$ cat config.mk
export PLATFORM = sky130hd
export DESIGN_NAME = audio_tfifo
export DESIGN_NICKNAME = d
export VERILOG_FILES = /design/src/rtl/tfifo_pkg.sv /design/src/rtl/tfifo_ctrl.sv /design/src/rtl/tfifo_store.sv /design/src/rtl/tfifo_irq.sv /design/src/rtl/audio_tfifo.sv
export SDC_FILE = /design/constraint.sdc
export NUM_CORES = 1
export LEC_CHECK = 0
export BUFFER_PORTS_ARGS = -buffer_cell sky130_fd_sc_hd__buf_2
export CELL_PAD_IN_SITES_DETAIL_PLACEMENT = 0
export CELL_PAD_IN_SITES_GLOBAL_PLACEMENT = 1
export CORE_UTILIZATION = 50
export DETAILED_ROUTE_END_ITERATION = 7
export PLACE_DENSITY = 0.78
export REMOVE_ABC_BUFFERS = 1
export SKIP_CTS_REPAIR_TIMING = 1
export SYNTH_ARGS = -nofsm -noshare
export SYNTH_HDL_FRONTEND = slang
export SYNTH_SLANG_ARGS = --single-unit
$ cat constraint.sdc
create_clock -name clk -period 4.5 [get_ports clk]
set_clock_uncertainty 0.05 [all_clocks]
set_input_delay 0 -clock clk [delete_from_list [all_inputs] [get_ports clk]]
set_output_delay 0 -clock clk [all_outputs]
set_load 0.03 [all_outputs]
$ cat src/rtl/tfifo_pkg.sv
package tfifo_pkg;
  localparam int STS_W = 7;
  localparam int CTL_W = 6;

  localparam int ST_OVF   = 0;
  localparam int ST_UDF   = 1;
  localparam int ST_REQ   = 2;
  localparam int ST_FULL  = 3;
  localparam int ST_DRAIN = 4;

  typedef struct packed {
    logic [3:0] thresh;
    logic       dma_en;
    logic       flush;
  } ctl_t;
endpackage

$ cat src/rtl/tfifo_ctrl.sv
module tfifo_ctrl
  import tfifo_pkg::*;
#(
  parameter int TH_RESET = 8
) (
  input  logic             clk,
  input  logic             rst,
  input  logic             we,
  input  logic [CTL_W-1:0] wdata,
  output ctl_t             ctl
);
  ctl_t ctl_q;

  always_ff @(posedge clk) begin
    if (rst) begin
      ctl_q.thresh <= 4'(TH_RESET);
      ctl_q.dma_en <= 1'b0;
      ctl_q.flush  <= 1'b0;
    end else if (we) begin
      ctl_q <= ctl_t'(wdata);
    end else begin
      ctl_q.flush <= 1'b0;
    end
  end

  assign ctl = ctl_q;

  AST_FLUSH_SELF_CLEAR: assert property (@(posedge clk) disable iff (rst)
    (ctl_q.flush && !we) |=> !ctl_q.flush);
endmodule

$ cat src/rtl/tfifo_store.sv
module tfifo_store #(
  parameter int DW    = 32,
  parameter int DEPTH = 32,
  localparam int AW   = $clog2(DEPTH),
  localparam int CW   = $clog2(DEPTH + 1)
) (
  input  logic          clk,
  input  logic          rst,
  input  logic          flush,
  input  logic          push,
  input  logic [DW-1:0] push_data,
  input  logic          pop,
  output logic [DW-1:0] pop_data,
  output logic          pop_valid,
  output logic [CW-1:0] level,
  output logic          ovf_evt,
  output logic          udf_evt,
  output logic          drain_evt
);
  localparam logic [CW-1:0] FULLV = CW'(DEPTH);

  logic [DW-1:0] mem [DEPTH];
  logic [AW-1:0] wp_q, rp_q;
  logic [CW-1:0] level_q;
  logic          full, empty, push_ok, pop_ok;

  assign full    = (level_q == FULLV);
  assign empty   = (level_q == '0);
  assign push_ok = push && !full && !flush;
  assign pop_ok  = pop && !empty && !flush;

  assign ovf_evt   = push && full && !flush;
  assign udf_evt   = pop && empty && !flush;
  assign drain_evt = pop_ok && !push_ok && (level_q == CW'(1));

  always_ff @(posedge clk) begin
    if (push_ok) mem[wp_q] <= push_data;
  end

  always_ff @(posedge clk) begin
    if (pop_ok) pop_data <= mem[rp_q];
  end

  always_ff @(posedge clk) begin
    if (rst || flush) begin
      wp_q      <= '0;
      rp_q      <= '0;
      level_q   <= '0;
      pop_valid <= 1'b0;
    end else begin
      pop_valid <= pop_ok;
      if (push_ok) wp_q <= wp_q + 1'b1;
      if (pop_ok)  rp_q <= rp_q + 1'b1;
      case ({push_ok, pop_ok})
        2'b10:   level_q <= level_q + 1'b1;
        2'b01:   level_q <= level_q - 1'b1;
        default: level_q <= level_q;
      endcase
    end
  end

  assign level = level_q;

  AST_LEVEL_BOUND: assert property (@(posedge clk) disable iff (rst)
    level_q <= FULLV);
  AST_NO_OVERFLOW: assert property (@(posedge clk) disable iff (rst)
    (push && full && !pop && !flush) |=> (level_q == FULLV));
  AST_NO_UNDERFLOW_DATA: assert property (@(posedge clk) disable iff (rst)
    (pop && empty) |=> !pop_valid);
  AST_FLUSH_EMPTIES: assert property (@(posedge clk) disable iff (rst)
    flush |=> (level_q == '0));
endmodule

$ cat src/rtl/tfifo_irq.sv
module tfifo_irq
  import tfifo_pkg::*;
(
  input  logic             clk,
  input  logic             rst,
  input  logic [STS_W-1:0] set_evt,
  input  logic             clr_we,
  input  logic [STS_W-1:0] clr_mask,
  input  logic             en_we,
  input  logic [STS_W-1:0] en_wdata,
  output logic [STS_W-1:0] sts,
  output logic             irq
);
  logic [STS_W-1:0] sts_q, en_q, clr_v;

  assign clr_v = clr_we ? clr_mask : '0;

  always_ff @(posedge clk) begin
    if (rst) begin
      sts_q <= '0;
      en_q  <= '0;
      irq   <= 1'b0;
    end else begin
      sts_q <= (sts_q & ~clr_v) | set_evt;
      if (en_we) en_q <= en_wdata;
      irq <= |(sts_q & en_q);
    end
  end

  assign sts = sts_q;

  AST_SET_WINS: assert property (@(posedge clk) disable iff (rst)
    (|set_evt) |=> ((sts_q & $past(set_evt)) == $past(set_evt)));
  AST_IRQ_MASKED: assert property (@(posedge clk) disable iff (rst)
    (!(|(sts_q & en_q))) |=> !irq);
endmodule

$ cat src/rtl/audio_tfifo.sv
module audio_tfifo
  import tfifo_pkg::*;
#(
  parameter int DW       = 32,
  parameter int DEPTH    = 32,
  parameter bit IS_TX    = 1'b1,
  parameter int TH_RESET = 8
) (
  input  logic                       clk,
  input  logic                       rst,
  input  logic                       ctl_we,
  input  logic [5:0]                 ctl_wdata,
  output logic [5:0]                 ctl_rdata,
  input  logic                       ien_we,
  input  logic [6:0]                 ien_wdata,
  input  logic                       sts_clr_we,
  input  logic [6:0]                 sts_clr_mask,
  output logic [6:0]                 sts,
  output logic                       irq,
  input  logic                       push,
  input  logic [DW-1:0]              push_data,
  input  logic                       pop,
  output logic [DW-1:0]              pop_data,
  output logic                       pop_valid,
  output logic [$clog2(DEPTH+1)-1:0] level,
  output logic                       dma_req
);
  localparam int CW = $clog2(DEPTH + 1);
  localparam logic [CW-1:0] FULLV = CW'(DEPTH);

  ctl_t             ctl;
  logic [CW-1:0]    lvl, metric;
  logic             ovf_evt, udf_evt, drain_evt;
  logic [STS_W-1:0] set_evt;

  tfifo_ctrl #(.TH_RESET(TH_RESET)) u_ctrl (
    .clk(clk), .rst(rst), .we(ctl_we), .wdata(ctl_wdata), .ctl(ctl)
  );

  tfifo_store #(.DW(DW), .DEPTH(DEPTH)) u_store (
    .clk(clk), .rst(rst), .flush(ctl.flush),
    .push(push), .push_data(push_data), .pop(pop),
    .pop_data(pop_data), .pop_valid(pop_valid), .level(lvl),
    .ovf_evt(ovf_evt), .udf_evt(udf_evt), .drain_evt(drain_evt)
  );

  generate
    if (IS_TX) begin : g_tx
      assign metric = FULLV - lvl;
    end else begin : g_rx
      assign metric = lvl;
    end
  endgenerate

  always_ff @(posedge clk) begin
    if (rst) dma_req <= 1'b0;
    else     dma_req <= ctl.dma_en && (metric >= CW'(ctl.thresh));
  end

  always_comb begin
    set_evt           = '0;
    set_evt[ST_OVF]   = ovf_evt;
    set_evt[ST_UDF]   = udf_evt;
    set_evt[ST_REQ]   = dma_req;
    set_evt[ST_FULL]  = (lvl == FULLV);
    set_evt[ST_DRAIN] = drain_evt;
  end

  tfifo_irq u_irq (
    .clk(clk), .rst(rst), .set_evt(set_evt),
    .clr_we(sts_clr_we), .clr_mask(sts_clr_mask),
    .en_we(ien_we), .en_wdata(ien_wdata), .sts(sts), .irq(irq)
  );

  assign ctl_rdata = ctl;
  assign level     = lvl;

  AST_REQ_GATED: assert property (@(posedge clk) disable iff (rst)
    !ctl.dma_en |=> !dma_req);
  AST_RSVD_ZERO: assert property (@(posedge clk) disable iff (rst)
    sts[6:5] == 2'b00);
endmodule

# Word-level counts from Yosys, hierarchy flattened

Memories as Yosys holds them, arrays and structs flattened. A register that Yosys moved wholly into a read port is not among the register bits.
Index checks and enable logic that the tools add are counted.
W data, S select, Z words.

Logic and storage cells: 51
Register bits after elaboration: 39
Output and inout bits: 54
Memories: 1
Memory bits (writable): 1024

Bitwise logic cells: 5
Eq/ne operators: 4
Multiplexer cells: 4
$add $sub $neg: 5
Order comparisons: 1
Reduce and logical (&&, ||, !) cells: 20

Memory list:

| memory      | words | bits a word | rd ports | clocked after Yosys merged registers in | wr ports | RTL line          | text |
|---|---|---|---|---|---|---|---|
| u_store.mem | 32    | 32          | 1        | 1                                       | 1        | tfifo_store.sv:22 | `logic [DW-1:0] mem [DEPTH];` |

Operators by type and width:

| cell                  | number |
|---|---|
| $and A7 B7 Y7         | 2 |
| $pmux W6 S2           | 1 |
| $logic_and A1 B1 Y1   | 11 |
| $add A5 B1 Y5 const B | 2 |
| $mux W7               | 1 |
| $not A7 Y7            | 1 |
| $or A7 B5 Y7          | 1 |
| $reduce_or A7 Y1      | 1 |
| $add A6 B1 Y6 const B | 1 |
| $eq A6 B1 Y1 const B  | 1 |
| $eq A6 B6 Y1 const B  | 1 |
| $ge A6 B4 Y1          | 1 |
| $logic_not A6 Y1      | 1 |
| $sub A6 B1 Y6 const B | 1 |
| $sub A6 B6 Y6 const A | 1 |
| $logic_not A1 Y1      | 4 |
| $eq A2 B1 Y1 const B  | 1 |
| $eq A2 B2 Y1 const B  | 1 |
| $mux W1               | 2 |
| $reduce_bool A2 Y1    | 1 |
| $reduce_or A2 Y1      | 1 |
| $logic_or A1 B1 Y1    | 1 |
| $not A1 Y1            | 1 |

# Depth between registers and ports, before layout

Gate-level depths: netlist of run 1.

Word-level depth: 8
Depth in mapped cells: 12
Mapped depth without buffers: 11

# Cells and area by module

From an unflattened synthesis of run 1, not the netlist that was laid out.

Cell total of the unflattened synthesis: 1958
Area total of the unflattened synthesis: 41775.1 µm²

Modules (own cells, without submodules):

| module      | instances | area an instance (µm²) | cells each | seq. area each (µm²) |
|---|---|---|---|---|
| tfifo_store | 1         | 40775.4                | 1863       | 32050.7 |
| tfifo_irq   | 1         | 565.5                  | 49         | 300.3 |
| audio_tfifo | 1         | 221.5                  | 28         | 20.0 |
| tfifo_ctrl  | 1         | 212.7                  | 18         | 120.1 |

# Least setup slack after synthesis of run 1

OpenSTA, ideal clock, no wires.

Path type: flip-flop to flip-flop
From: reg u_store.level_q[0], in the netlist u_store.level[0]
To: reg u_store.level_q[5], in the netlist u_store.level[5]
Cell stages (with the launch flop): 9
Setup time: 0.081 ns
Path buffers: 1
Period minus slack after synthesis: 4.430 ns
Setup slack: 0.070 ns
Arrival: 4.300 ns
Required time: 4.369 ns
Cells stage by stage: dfxtp_1 > inv_1 > ha_1 > nor3b_4 > a21boi_1 > ha_1 > clkbuf_1 > or4_1 > a41oi_1

Longest elaborated chain between the ends: 6
Elaborated cells on any way between the ends: 14

RTL lines:

| element                                           | RTL line          | text |
|---|---|---|
| start: declaration                                | tfifo_store.sv:24 | `logic [CW-1:0] level_q;` |
| start signal: assignment                          | tfifo_store.sv:55 | `2'b10: level_q <= level_q + 1'b1;` |
| start signal: assignment                          | tfifo_store.sv:56 | `2'b01: level_q <= level_q - 1'b1;` |
| start signal: assignment                          | tfifo_store.sv:57 | `default: level_q <= level_q;` |
| $logic_not A6 Y1 *                                | tfifo_store.sv:28 | `assign empty = (level_q == '0);` |
| $logic_not A1 Y1 *                                | tfifo_store.sv:30 | `assign pop_ok = pop && !empty && !flush;` |
| $logic_and A1 B1 Y1 * (2 in series)               | tfifo_store.sv:30 |  |
| net u_store.pop_ok                                | tfifo_store.sv:25 | `logic full, empty, push_ok, pop_ok;` |
| $eq A2 B1 Y1 or $eq A2 B2 Y1 (tied branches)      | tfifo_store.sv:54 | `case ({push_ok, pop_ok})` |
| $pmux W6 S2 or $reduce_bool A2 Y1 (tied branches) | --                |  |

Mark *: on every way through the listed nets, which the timed path passes. The rest lies on a longest branch.
A chain may end at the register's enable or synchronous reset.

# Final worst setup path of run 1

From: reg u_store.level_q[0], in the netlist u_store.level[0]
To: mem u_store.mem[4][23] (enable)

Longest elaborated chain between the ends: 6

RTL lines:

| element                           | RTL line          | text |
|---|---|---|
| $eq A6 B6 Y1                      | tfifo_store.sv:27 | `assign full = (level_q == FULLV);` |
| $logic_not A1 Y1                  | tfifo_store.sv:29 | `assign push_ok = push && !full && !flush;` |
| $logic_and A1 B1 Y1 (2 in series) | tfifo_store.sv:29 |  |
| $mux W1                           | tfifo_store.sv:37 | `if (push_ok) mem[wp_q] <= push_data;` |
| $mux W1 (implied by the code)     | tfifo_store.sv:37 |  |
| end: declaration                  | tfifo_store.sv:22 |  |

No other way between the ends.

==> results of run 1 <==
==> worst min-delay path: cells and delay by family <==
kind,cells,cell delay (ps)
compound gates,1,180
buf+inv,2,710
==> cell usage after synthesis, types with 9 or more instances <==
master       n  area (um2)
mux4_2     190        4280
buf_2       27         135
ha_1        13         163
xor2_1       9        78.8
a22oi_1     96         721
a21oi_1     38         190
inv_1       10        37.5
o22ai_1     31         194
mux2i_1    141        1410
edfxtp_1  1056       31700
nor2_1      69         259
dfxtp_1     39         781
buf_4       22         165
buf_6       12         135
o221ai_1    32         280
clkbuf_1    45         169
nand2_1     16        60.1
a211oi_1    33         248
==> worst min-delay path by stage <==
stage / startpoint / to / slack, ps / cells after the start
CTS: ctl_wdata[1] / u_ctrl.ctl[1]$_SDFFE_PP0P_ / -510 / 3
detailed placement: ctl_wdata[1] / u_ctrl.ctl[1]$_SDFFE_PP0P_ / 200 / 3
finish: ctl_we / u_ctrl.ctl[5]$_SDFFE_PP1P_ / 200 / 3
global placement: ctl_wdata[3] / u_ctrl.ctl[3]$_SDFFE_PP0P_ / 190 / 3
global route: ctl_we / u_ctrl.ctl[0]$_SDFF_PP0_ / 240 / 3
floorplan: rst / u_irq.sts[3]$_SDFF_PP0_ / 20 / 1
==> metrics by stage <==
step           total power [uW]  setup TNS (ps)
2_1_floorplan             14000         -332800
3_3_place_gp              15600               0
3_5_place_dp              15600               0
4_1_cts                   24200               0
5_1_grt                   24800               0
6_report                  24100               0
==> cell usage in the layout (no fill, tap or decap), types with 22 or more instances in the layout <==
cell	instances
clkbuf_16	108
a211oi_1	33
nor2_1	36
o221ai_1	32
nor2_4	33
a22oi_1	96
buf_4	45
mux2i_1	141
dfxtp_1	35
mux4_2	190
dlygate4sd3_1	93
a21oi_1	38
o22ai_1	31
clkbuf_1	24
clkinv_2	22
edfxtp_1	1056
buf_2	112
==> per-layer routing <==
layer  vias up  track usage
met5         -            0
met4         0        0.121
met3       181       0.0301
met2       836        0.380
met1     10800        0.296
li1       8724            -
==> kinds of logic (layout without fill, tap and decap cells) <==
kind of cell,after synthesis,after routing,synth area share
simple gates,129,129,0.0148
flops,1095,1095,0.780
fa+ha+maj,13,13,0.00390
buf+inv,125,458,0.0181
mux,333,333,0.137
xor+xnor,16,16,0.00336
compound gates,246,246,0.0425
==> power by group through the flow <==
stage          registers [uW]  clock network [uW]  logic [uW]
2_1_floorplan           12200                   0        1740
3_3_place_gp            11900                   0        3690
3_5_place_dp            11900                   0        3730
4_1_cts                 11700                8770        3750
5_1_grt                 11700                9140        3990
6_report                11700                8640        3760
==> state kept, by name, summed over array words and instances (netlist names) <==
signal and cells:
u_store.mem 1024, u_store.pop_data 32, u_irq.en_q 7, u_irq.sts 7, u_ctrl.ctl 6, u_store.level 6, u_store.rp_q 5, u_store.wp_q 5
dma_req 1, u_irq.irq 1, u_store.pop_valid 1
==> final cells by class <==
| cell class | instances | area (um2) |
|---|---|---|
| well taps | 1070 | 1340 |
| repair buffers | 258 | 1990 |
| clock inverters | 58 | 562 |
| multi-input cells | 737 | 8700 |
| flip-flops and latches | 1095 | 32500 |
| fillers | 5815 | 34300 |
| clock buffers | 132 | 2790 |
| inverters | 10 | 37.5 |
==> metrics.md, run 1 <==
| Metric | Value |
|---|---|
| Ys flop type | edfxtp_1 |
| CTS tree | yes |
| CORE AREA | a little over 80,000 um2 |
| Crit. End Element | register |
| Post-synth EDFFs | roughly 1,100 |
| Syn Area/Cell | between 20 and 25 um2 |
| Synth-to-Final Area Change | 15.0% |
| Met3 WL | 5680 um |
| CTS Buffer Depth | 3 |
| Hold Worst Slack | approximately 200 ps |
| Final worst slack | 945 ps |
| Vias in the first global route | about 21,000 |
| Post-DR vias/cell | 6.13 |
| Worst path required time | about 4800 ps |
| Final nets | between 2,000 and 2,500 |
| CP Class | register to register |
| Max FO, Critical Path | 23 |
| DR WL/cell | ~29 um |
| Ports | 113 |
| First-pass GRT wire length | between 100,000 and 150,000 um |
| Post-synth cell types | 52 |
| Crit-path slowest cell | nor2_4 |
| Power per Cell Area | 502 nW/um2 |
| Switching Fraction | 0.249 |
| Grt total ovfl | 0 |
| I/O Buffers | about 110 |
| Tcrit/Tclk final | 0.790 |
| Die H | approximately 290 um |
| Final Instance Count excl. Fillers | between 3,000 and 4,000 |
| Status | complete, no violations |
| Effective utilization at floorplan | 0.507 |
| Post-route cell area | between 40,000 and 50,000 um2 |
| Crit-path leading delay family | simple AND/OR/NAND/NOR gates |
| Clock latency on the worst-skew pair | about 660 ps |
| Hold Fails Final Rpt | 0 |
| Pleak | between 0.01 and 0.015 uW |
| Synthesized instance count | about 2,000 |
| Asr flop ratio synth | 0 |
| Internal power | about 18,000 uW |
| TritonRoute pass-1 iters | 5 |
| DRT met1 WL | 36,800 um |
| Worst hold path class | primary input to register |
| DP HPWL | around 57,000 um |
| Total Routing Usage GR | 0.229 |
| Placed cells | just over 3,000 |
| Flop pwr share | 0.485 |
| Metal2 WL | just under 50,000 um |
| CP cell instances | inv_1 > ha_1 > nor3b_4 > a31oi_4 > nand2_1 > nor2_4 > buf_4 |
| FF-to-FF Start | u_store.level[0]$_SDFFE_PP0P_ |
| Critical Path Max Stage Delay | roughly 870 ps |
| Startpoint Class | register |
| Crit path DAT | approximately 3900 ps |
| R2R cell count | 7 |
| RSZ-0062 raised after global routing | false |
| Seq/Total Area, Yosys | 0.780 |
| Max-capacitance violation count | 0 |
| Final ANT Viol Nets | 0 |
| Worst Tran Pin Value | about 1200 ps |
| Drt drc | 0 |
| Highest metal used | met4 |
| Flop2flop setup slack | between 900 and 1000 ps |
| Root Buffer | clkbuf_16 |
| VDD IR max | 0.000440 V |
| Final min period | about 3600 ps |
| Combinational share of power | 0.156 |
| Ant diodes | 0 |
| Initial DRC count | 1,935 |
| Initial antenna violation count | 0 |
| Layout cells sized above 1 | 0.240 |
| CTS H-tree lvls | 3 |
| Pre-CTS setup slack | 950 ps |
| Cell Area, Synth | roughly 42,000 um2 |
| GP Congestion | 0.837 |
| CP Depth | 7 |
| Critical Path End | u_store.mem[4][23]$_DFFE_PP_ |
| Crit Reg-Reg Endpoint | u_store.mem[4][23]$_DFFE_PP_ |
| Vias after detailed routing | just over 20,000 |
| Synthesis-stage register bit count | between 1,000 and 1,500 |
| Worst setup path startpoint | u_store.level[0]$_SDFFE_PP0P_ |
| Number of setup violations in the final report | 0 |
| Clock power share | 0.359 |
| Number of synthesis warnings | 0 |
| Die ar. | about 84,000 um2 |
| Net switching power | 6000 uW |
| CTS Buf Count | about 110 |
| Post-DP Area | 43,600 um2 |
| Max Clk Rate | 281 MHz |
| Final Core Density | 0.583 |
| Clock transition at path regs | 60 ps |
| Rows | between 100 and 150 |
| Pin count of the biggest net entering global routing | 93 |
| Chip Width | 291 um |
| Number of clock sinks | 1,095 |
| Sum of buffers and inverters on the critical path | 2 |
| Slew Limit Fails | 0 |
| Drt total wl | 96,000 um |
| Max_slew headroom | 0.191 |
Note: power is estimated with default switching activity, not from simulation.
==> run 2: changes to the inputs <==
Settings changed: ABC_AREA from default to 1, PLACE_DENSITY 0.78 to 0.81.
Clock period 4.5 ns to 3.4 ns, I/O delays scaled along.
==> run 2 against run 1 <==
Fmax rose by 16%. Register-to-register slack worse by 600 ps. Critical path type unchanged. Clock power increased by 39%. Highest routed layer is now met5. Sequential power rose by 32%.
==> metrics.md, run 2 <==
| Metric | Value |
|---|---|
| Chip Width | 305 um (was 291 um) |
| Share of the synthesized area in the top cell type | 0.692 (was 0.761) |
| Worst hold path class | primary input to register (unchanged) |
| Crit-path leading delay family | simple AND/OR/NAND/NOR gates (unchanged) |
| Pin count of the biggest net entering global routing | 174 (was 93) |
| Synthesis-stage register bit count | 1,095 (unchanged) |
| Number of clock sinks | 1,095 (unchanged) |
| Final nets | 4,543 (was 2,280) |
| Number of synthesis warnings | 0 (unchanged) |
| Worst path required time | 3710 ps (was 4800 ps) |
| CTS tree | yes (unchanged) |
| Startpoint Class | register (unchanged) |
| Final ANT Viol Nets | 0 (unchanged) |
| Seq/Total Area, Yosys | 0.709 (was 0.780) |
| Count leader, synth | nand2_1 (was edfxtp_1) |
| Critical Path Max Stage Delay | 570 ps (was 870 ps) |
| Drt total wl | 116,000 um (was 96,000 um) |
| Post-DR vias/cell | 5.27 (was 6.13) |
| Top cells by area, synth | edfxtp_1, nand2_1, nand3_1, inv_1, dfxtp_1 (was edfxtp_1, mux4_2, mux2i_1, dfxtp_1, a22oi_1) |
| RSZ-0062 raised after global routing | false (unchanged) |
| Die H | 305 um (was 291 um) |
| Vias after detailed routing | 30,200 (was 20,600) |
| Layout cells sized above 1 | 0.0908 (was 0.240) |
| Initial DRC count | 3,133 (was 1,935) |
| Synth cell count leaders | nand2_1, edfxtp_1, nand3_1, inv_1, nor2_1 (was edfxtp_1, mux4_2, mux2i_1, a22oi_1, nor2_1) |
| Max FO, Critical Path | 21 (was 23) |
| CTS Buf Count | 110 (was 106) |
| Status | complete, no violations (unchanged) |
| CTS H-tree lvls | 3 (unchanged) |
| Area of the multi-input gates | 10,500 um2 (was 8700 um2) |
| CORE AREA | 90,400 um2 (was 82,200 um2) |
| Cell Area, Synth | 45,800 um2 (was 41,700 um2) |
| I/O Buffers | 112 (unchanged) |
| CP Class | register to register (unchanged) |
| Pleak | 0.0212 uW (was 0.0149 uW) |
| Power per Cell Area | 660 nW/um2 (was 502 nW/um2) |
| Die ar. | 92,900 um2 (was 84,500 um2) |
| GP Congestion | 0.790 (was 0.837) |
| Synth-to-Final Area Change | 15.1% (was 15.0%) |
| Ant diodes | 0 (unchanged) |
| Initial antenna violation count | 3 (was 0) |
| Hold Fails Final Rpt | 0 (unchanged) |
| Sum of buffers and inverters on the critical path | 3 (was 2) |
| CTS Buffer Depth | 3 (unchanged) |
| Total Routing Usage GR | 0.247 (was 0.229) |
| CP cell instances | inv_1 > ha_1 > nand2_1 > nor2_1 > nand2_1 > nand2_1 > inv_1 > nand2_1 > nor2_4 > buf_12 (was inv_1 > ha_1 > nor3b_4 > a31oi_4 > nand2_1 > nor2_4 > buf_4) |
| Syn Area/Cell | 10.8 um2 (was 21.3 um2) |
| Mux cell area share after synthesis | 0 (was 0.137) |
| Hold path cells | 3 (unchanged) |
| Max_slew headroom | 0.274 (was 0.191) |
| Post-route cell area | 52,700 um2 (was 47,900 um2) |
| Number of flip-flops under the largest register name | 1,024 (unchanged) |
| Ports | 113 (unchanged) |
| TritonRoute pass-1 iters | 5 (unchanged) |
| Most frequent cells in the layout | nand2_1, edfxtp_1, nand3_1, inv_1 (was edfxtp_1, mux4_2, mux2i_1, buf_2, clkbuf_16) |
| Fill count | 7,240 (was 5,815) |
| Number of setup violations in the final report | 0 (unchanged) |
| Top flop regs | u_store.mem (1024), u_store.pop_data (32) (unchanged) |
| Clock latency on the worst-skew pair | 690 ps (was 660 ps) |
| Post-DP Area | 48,200 um2 (was 43,600 um2) |
| Worst Tran Pin Value | 1090 ps (was 1210 ps) |
| Slew Limit Fails | 0 (unchanged) |
| Commonest non-fill, non-tap cell in the layout | nand2_1 (was edfxtp_1) |
| FF-to-FF Start | u_store.level[0]$_SDFFE_PP0P_ (unchanged) |
| Crit. End Element | register (unchanged) |
| Largest family of logic cells by synthesized area | simple AND/OR/NAND/NOR gates (was multiplexers) |
| Tcrit/Tclk final | 0.898 (was 0.790) |
| Synthesized instance count | 4,263 (was 1,957) |
| Max-capacitance violation count | 0 (unchanged) |
| Clock transition at path regs | 60 ps (about the same) |
| Effective utilization at floorplan | 0.507 (about the same) |
| Rows | 110 (was 105) |
| Worst hold start | ctl_we (unchanged) |
| Post-synthesis compound-gate area fraction | 0.0200 (was 0.0425) |
| Top reg by flops | u_store.mem (unchanged) |
| Post-Synth Adder-Cell Area | 0.00355 (was 0.00390) |
| Max Clk Rate | 327 MHz (was 281 MHz) |
| Crit path DAT | 3370 ps (was 3850 ps) |
| Simple-gate area share of the yosys netlist | 0.199 (was 0.0148) |
| R2R cell count | 10 (was 7) |
| Ys flop type | edfxtp_1 (unchanged) |
| Post-synth cell types | 27 (was 52) |
| DP HPWL | 61,800 um (was 57,200 um) |
| DR WL/cell | 20.2 um (was 28.6 um) |
| Flop2flop setup slack | 350 ps (was 950 ps) |
| Drt drc | 0 (unchanged) |
| Asr flop ratio synth | 0 (unchanged) |
| Root Buffer | clkbuf_16 (unchanged) |
| Final min period | 3050 ps (was 3550 ps) |
| Crit-path slowest cell | nor2_4 (unchanged) |
| Vias in the first global route | 28,600 (was 21,000) |
| Grt total ovfl | 0 (unchanged) |
| Worst path most repeated cell | nand2_1 |
| Hold Worst Slack | 104 ps (was 205 ps) |
| Synth Area in XOR/XNOR | 0.000573 (was 0.00336) |
| First-pass GRT wire length | 174,000 um (was 141,000 um) |
| Synth area leader | edfxtp_1 (unchanged) |
| Crit Reg-Reg Endpoint | u_store.mem[18][26]$_DFFE_PP_ (was u_store.mem[4][23]$_DFFE_PP_) |
| Post-synth EDFFs | 1,056 (unchanged) |
| VDD IR max | 0.000606 V (was 0.000440 V) |
| WHS Endpoint | u_ctrl.ctl[5]$_SDFFE_PP1P_ (unchanged) |
| Area occupied by registers | 32,500 um2 (unchanged) |
## run 2: cell families after synthesis
logic type / Yosys count
xor+xnor: 3
buf+inv: 773
compound gates: 163
flops: 1095
simple gates: 2216
fa+ha+maj: 13
## run 2: worst reg2reg max path, stage by stage, from the launching register on
cell and delay, ps:
dfxtp_1 390, inv_1 150, ha_1 260, nand2_1 120, nor2_1 80, nand2_1 80, nand2_1 130, inv_1 180
nand2_1 440, nor2_4 570, buf_12 250
## run 2: power breakdown
part | total (uW) | switching (uW) | leakage (uW) | internal, uW
logic | 7360 | 5290 | 0.00964 | 2070
registers | 15500 | 179 | 0.00984 | 15300
clock network | 12000 | 5010 | 0.00172 | 6980
## run 2: worst max path at each step
stage                                          to                           from  slack [ps]  depth (start not counted)
global placement    u_store.mem[18][28]$_DFFE_PP_  u_store.level[0]$_SDFFE_PP0P_         440                         10
CTS                 u_store.mem[18][26]$_DFFE_PP_  u_store.level[0]$_SDFFE_PP0P_         380                         10
finish              u_store.mem[18][26]$_DFFE_PP_  u_store.level[0]$_SDFFE_PP0P_         350                         10
detailed placement  u_store.mem[18][28]$_DFFE_PP_  u_store.level[0]$_SDFFE_PP0P_         400                         10
floorplan           u_store.pop_data[0]$_DFFE_PP_   u_store.rp_q[0]$_SDFFE_PP0P_      -19390                          9
global route         u_store.mem[18][6]$_DFFE_PP_  u_store.level[0]$_SDFFE_PP0P_         160                         10
## run 2: layout make-up
class,instances,area share
Tap cell,1176,0.0279
Clock inverter,55,0.0112
Inverter,553,0.0397
Multi-Input combinational cell,2395,0.198
Timing Repair Buffer,316,0.0506
Sequential cell,1095,0.616
Clock buffer,146,0.0559
## run 2: routing by layer
layer | global-route usage | routed length (um)
met5 | 0 | 27
met2 | 0.391 | 54000
met3 | 0.0455 | 9340
met4 | 0.0760 | 2940
met1 | 0.348 | 49800
## run 2: through the flow
| step | cells | utilization | power (uW) | setup WS [ps] | TNS, ps |
|---|---|---|---|---|---|
| global route | 5736 | 0.583 | 36300 | 157 | 0 |
| floorplan | 4043 | - | 20000 | -19390 | -906020 |
| detailed placement | 5440 | 0.534 | 23000 | 402 | 0 |
| CTS | 5641 | 0.573 | 34900 | 380 | 0 |
| finish | 5736 | 0.583 | 34800 | 345 | 0 |
| global placement | 5440 | 0.534 | 22900 | 436 | 0 |
